===== config.mk =====
export PLATFORM = sky130hd
export DESIGN_NAME = sqe_heartbeat_gen
export DESIGN_NICKNAME = d
export VERILOG_FILES = /design/src/rtl/sqe_hb_pkg.sv /design/src/rtl/sqe_txen_edge.sv /design/src/rtl/sqe_hb_qualify.sv /design/src/rtl/sqe_hb_timer.sv /design/src/rtl/sqe_heartbeat_gen.sv
export SDC_FILE = /design/constraint.sdc
export NUM_CORES = 1
export LEC_CHECK = 0
export BUFFER_PORTS_ARGS = -buffer_cell sky130_fd_sc_hd__buf_2
export CAP_MARGIN = 20
export CORE_AREA = 4 4 41 43
export DETAILED_ROUTE_END_ITERATION = 8
export DIE_AREA = 0 0 45 47
export GPL_ROUTABILITY_DRIVEN = 1
export PLACE_DENSITY = 0.55
export SYNTH_ARGS = -nofsm -noshare
export SYNTH_HDL_FRONTEND = slang
export SYNTH_SLANG_ARGS = --single-unit

===== constraint.sdc =====
create_clock -name clk -period 1.4 [get_ports clk]
set_input_delay 0.14 -clock clk [delete_from_list [all_inputs] [get_ports clk]]
set_output_delay 0.14 -clock clk [all_outputs]
set_load 0.02 [all_outputs]

===== src/rtl/sqe_hb_pkg.sv =====
package sqe_hb_pkg;

  typedef enum logic [1:0] {
    HB_IDLE  = 2'd0,
    HB_WAIT  = 2'd1,
    HB_PULSE = 2'd2
  } hb_state_e;

  function automatic int unsigned max_u(input int unsigned a, input int unsigned b);
    return (a > b) ? a : b;
  endfunction

endpackage


===== src/rtl/sqe_txen_edge.sv =====
module sqe_txen_edge (
  input  logic clk,
  input  logic rst_n,
  input  logic tx_en,
  output logic tx_fall
);
  logic tx_q;

  always_ff @(posedge clk) begin
    if (!rst_n) tx_q <= 1'b0;
    else        tx_q <= tx_en;
  end

  // end of transmission: high last cycle, low now
  assign tx_fall = tx_q & ~tx_en;
endmodule


===== src/rtl/sqe_hb_qualify.sv =====
module sqe_hb_qualify (
  input  logic link_10m,
  input  logic half_dup,
  input  logic hb_off,
  output logic armed
);
  assign armed = link_10m & half_dup & ~hb_off;
endmodule


===== src/rtl/sqe_hb_timer.sv =====
module sqe_hb_timer
  import sqe_hb_pkg::*;
#(
  parameter int unsigned DELAY_CYC = 25,
  parameter int unsigned WIDTH_CYC = 25
) (
  input  logic clk,
  input  logic rst_n,
  input  logic armed,
  input  logic tx_en,
  input  logic tx_fall,
  output logic pulse_on
);
  localparam int unsigned MAX_CYC = max_u(DELAY_CYC, WIDTH_CYC);
  localparam int unsigned CNT_W   = (MAX_CYC < 2) ? 1 : $clog2(MAX_CYC);
  localparam logic [CNT_W-1:0] DLY_LAST = CNT_W'(DELAY_CYC - 1);
  localparam logic [CNT_W-1:0] WID_LAST = CNT_W'(WIDTH_CYC - 1);

  hb_state_e        state_q, state_d;
  logic [CNT_W-1:0] cnt_q, cnt_d;

  always_comb begin
    state_d = state_q;
    cnt_d   = cnt_q;
    if (!armed) begin
      state_d = HB_IDLE;
      cnt_d   = '0;
    end else begin
      unique case (state_q)
        HB_IDLE: begin
          if (tx_fall) begin
            state_d = HB_WAIT;
            cnt_d   = '0;
          end
        end
        HB_WAIT: begin
          if (tx_en) begin
            state_d = HB_IDLE;
            cnt_d   = '0;
          end else if (cnt_q == DLY_LAST) begin
            state_d = HB_PULSE;
            cnt_d   = '0;
          end else begin
            cnt_d = cnt_q + 1'b1;
          end
        end
        HB_PULSE: begin
          if (cnt_q == WID_LAST) begin
            state_d = HB_IDLE;
            cnt_d   = '0;
          end else begin
            cnt_d = cnt_q + 1'b1;
          end
        end
        default: begin
          state_d = HB_IDLE;
          cnt_d   = '0;
        end
      endcase
    end
  end

  always_ff @(posedge clk) begin
    if (!rst_n) begin
      state_q <= HB_IDLE;
      cnt_q   <= '0;
    end else begin
      state_q <= state_d;
      cnt_q   <= cnt_d;
    end
  end

  assign pulse_on = (state_q == HB_PULSE);
endmodule


===== src/rtl/sqe_heartbeat_gen.sv =====
module sqe_heartbeat_gen #(
  parameter int unsigned CLK_MHZ   = 25,
  parameter int unsigned DELAY_CYC = CLK_MHZ,
  parameter int unsigned WIDTH_CYC = CLK_MHZ
) (
  input  logic clk,
  input  logic rst_n,
  input  logic tx_en,
  input  logic link_10m,
  input  logic half_dup,
  input  logic hb_off,
  input  logic mac_lpbk,
  output logic hb_req
);
  logic tx_fall;
  logic armed;
  logic pulse_on;

  sqe_txen_edge u_edge (
    .clk     (clk),
    .rst_n   (rst_n),
    .tx_en   (tx_en),
    .tx_fall (tx_fall)
  );

  sqe_hb_qualify u_qual (
    .link_10m (link_10m),
    .half_dup (half_dup),
    .hb_off   (hb_off),
    .armed    (armed)
  );

  sqe_hb_timer #(
    .DELAY_CYC (DELAY_CYC),
    .WIDTH_CYC (WIDTH_CYC)
  ) u_timer (
    .clk      (clk),
    .rst_n    (rst_n),
    .armed    (armed),
    .tx_en    (tx_en),
    .tx_fall  (tx_fall),
    .pulse_on (pulse_on)
  );

  // external-MAC loopback keeps the heartbeat off the collision path
  assign hb_req = pulse_on & ~mac_lpbk;
endmodule


==> results_dict.tcl <==
set metrics [dict create \
    overflow 0 \
    reg2reg_from "u_timer.state_q[1]" \
    switching_share 0.222 \
    synth_cell_types 24 \
    cp-start-kind "flip-flop" \
    antenna_found_initial 0 \
    synth_area_sq_um 505 \
    grtUsageTotal 0.127 \
    ys_ff_latch 8 \
    max-cap-violations 0 \
    finalWorstSetupSlack_ns 0.00655 \
    die_w_um 45 \
    hold_ws_ns 0.115 \
    setup_violations 0 \
    endpoint_kind "output pin" \
    fmax_mhz 718 \
    detailed_place.area_sq_um 612 \
    num_vias 489 \
    intPower_uw 339 \
    combPwrFrac 0.050 \
    nets 91 \
    p_per_area_mw_per_mm2 613 \
    ys_seq_area_frac 0.317 \
    ios 8 \
    routed_via_density 5.37 \
    wirelength_mm 1.15 \
    place_inst 86 \
    coreArea_sq_mm 0.00130 \
    clk_path_buf_depth 2 \
    fin_skew_ns 0.00834 \
    cts-root-buf "clkbuf_4" \
    dieArea_sq_mm 0.00212 \
    fin_crit_sh 0.995 \
    clk_pin_slew_ns 0.05 \
    synthArstFlopShare 0 \
    ys.warnings.count 0 \
    rrSetupSlack_ns 0.04 \
    hp-class "in2reg" \
    portBuffers 7 \
    cts_buffers 3 \
    diodes 0 \
    pwr-share-seq 0.528 \
    slew_headroom 0.777 \
    crit_path_start "u_timer.state_q[1]" \
    drc 0 \
    stdcell_count 91 \
    cp.arrival_ns 1.25 \
    insertion_delay_ns 0.26 \
    synth-edff-count 0 \
    clock_sinks 8 \
    p_leak_uw 0.000278 \
    p_sw_uw 96.8 \
    place.gp.congestion 0.813 \
    syn-instance-count 57 \
    area_growth_pct 40.6 \
    hold_violations 0 \
    status "finished clean" \
    die_h_um 47 \
    nFillCells 121 \
    final_area_sq_um 711 \
    path_class "reg2out" \
    pre_cts_ws_ns -0.0246 \
    drt_iter0_markers 7 \
    rows 13 \
    drive_above_1_share 0.500 \
    worstPathRequired_ns 1.26 \
    grt_pass1_vias 453 \
    power_frac_clock 0.422 \
    grt_setup_unrepaired "true" \
    slew_violations 0 \
    ys.flop_type "dfxtp_1" \
    synth_nets 70 \
    cts_tree "done" \
    dr.pass1.iters 5 \
    drtAntennaViolNets 0 \
    post_drt_wl_per_cell_um 12.6 \
    cts.htree.levels 1 \
    ir_worst_vdd_uv 326 \
    worst_slew_pin_slew_ns 0.333 \
    start_util 0.388 \
    worstPathMaxFanout 3 \
    grt_max_degree 9 \
    min_period_ns 1.39 \
    min-delay-start "rst_n" \
    grt_pass1_wl_mm 1.90 \
    synth.avg_cell_area_sq_um 8.87 \
]
-- kinds of logic (layout without fill, tap and decap cells) --
| family | after synthesis | in the layout | share of synthesized area |
|---|---|---|---|
| buffers and inverters | 5 | 24 | 0.0371 |
| AO/OA/AOI/OAI | 13 | 13 | 0.176 |
| AND/OR/NAND/NOR | 25 | 25 | 0.322 |
| flip-flops | 8 | 8 | 0.317 |
| adder cells (fa/ha/maj) | 6 | 6 | 0.149 |
-- layout by cell type, fill, tap and decap left out, types with 3 or more instances in the layout --
cell	count
a31oi_1	3
buf_2	6
buf_4	10
clkbuf_4	3
dfxtp_1	6
ha_4	3
inv_2	5
nand2_1	4
nand3_1	5
nor2_1	3
o21ai_0	3
-- worst max-delay path: stages (launching register included) --
cell and delay (ns):
dfxtp_2 0.32, buf_4 0.14, ha_4 0.16, buf_4 0.12, nor2b_1 0.11, buf_4 0.15
-- stage by stage --
step                      setup TNS [ns]   util  total power, uW
after CTS                        -0.0149  0.524              441
after global placement           -0.0342  0.470              254
after global routing             -0.0937  0.546              458
final                                  0  0.546              436
after detailed placement         -0.0246  0.470              255
after floorplan                        0      -              244
-- state kept, by name, indices dropped and copies added, names as in the netlist --
signal,count
u_timer.cnt_q,5
u_timer.state_q,2
u_edge.tx_q,1
-- cell type report --
| class | count | area (sq um) | share of cell area |
|---|---|---|---|
| tap | 15 | 18.8 | 0.0264 |
| multi-input combinational | 44 | 383 | 0.539 |
| inverter | 5 | 18.8 | 0.0264 |
| sequential | 8 | 163 | 0.229 |
| clock buffer | 3 | 22.5 | 0.0317 |
| timing repair buffer | 16 | 105 | 0.148 |
-- power by group through the flow --
stage                     combinational (uW)  sequential, uW  clock, uW
after floorplan                         8.89             235          0
after global placement                  19.4             235          0
after detailed placement                19.9             235          0
after CTS                               21.2             230        190
after global routing                    24.5             230        203
final                                   21.9             230        184
-- path summary, 6_finish.rpt --
| kind | endpoint | cells after the start |
|---|---|---|
| setup reg to reg | u_timer.state_q[0] | 6 |
| setup / recovery | hb_req | 5 |
| hold reg to reg | u_timer.state_q[0] | 2 |
| hold / removal | u_edge.tx_q | 2 |
-- layer usage --
| layer | part of all wire | GRT usage | wire [um] | vias to the layer above |
|---|---|---|---|---|
| met1 | 0.44 | 0.144 | 507 | 224 |
| met4 | 0.0070 | 0.0526 | 8 | 0 |
| met2 | 0.49 | 0.209 | 564 | 18 |
| li1 | - | - | - | 245 |
| met3 | 0.062 | 0.0575 | 71 | 2 |
| met5 | 0 | 0 | 0 | - |
-- timing repair --
item,4_1_cts,5_1_grt
endpoints found under the setup margin,3,8
setup buffers,1,1
hold buffers,0,0
resized for setup,10,7
pin swaps,3,3
-- synthesized netlist by cell type, drive strengths merged (2+ instances only) --
library cell | n | area share
and2 | 2 | 0.027
nand2 | 4 | 0.030
nor2b | 2 | 0.030
o21ai | 3 | 0.030
nand4 | 2 | 0.025
nand3 | 5 | 0.049
nor2 | 4 | 0.030
a21oi | 3 | 0.037
ha | 6 | 0.15
nand4b | 3 | 0.082
a31oi | 3 | 0.037
inv | 5 | 0.037
dfxtp | 8 | 0.32
No activity file was read; power rests on OpenSTA's default activity.
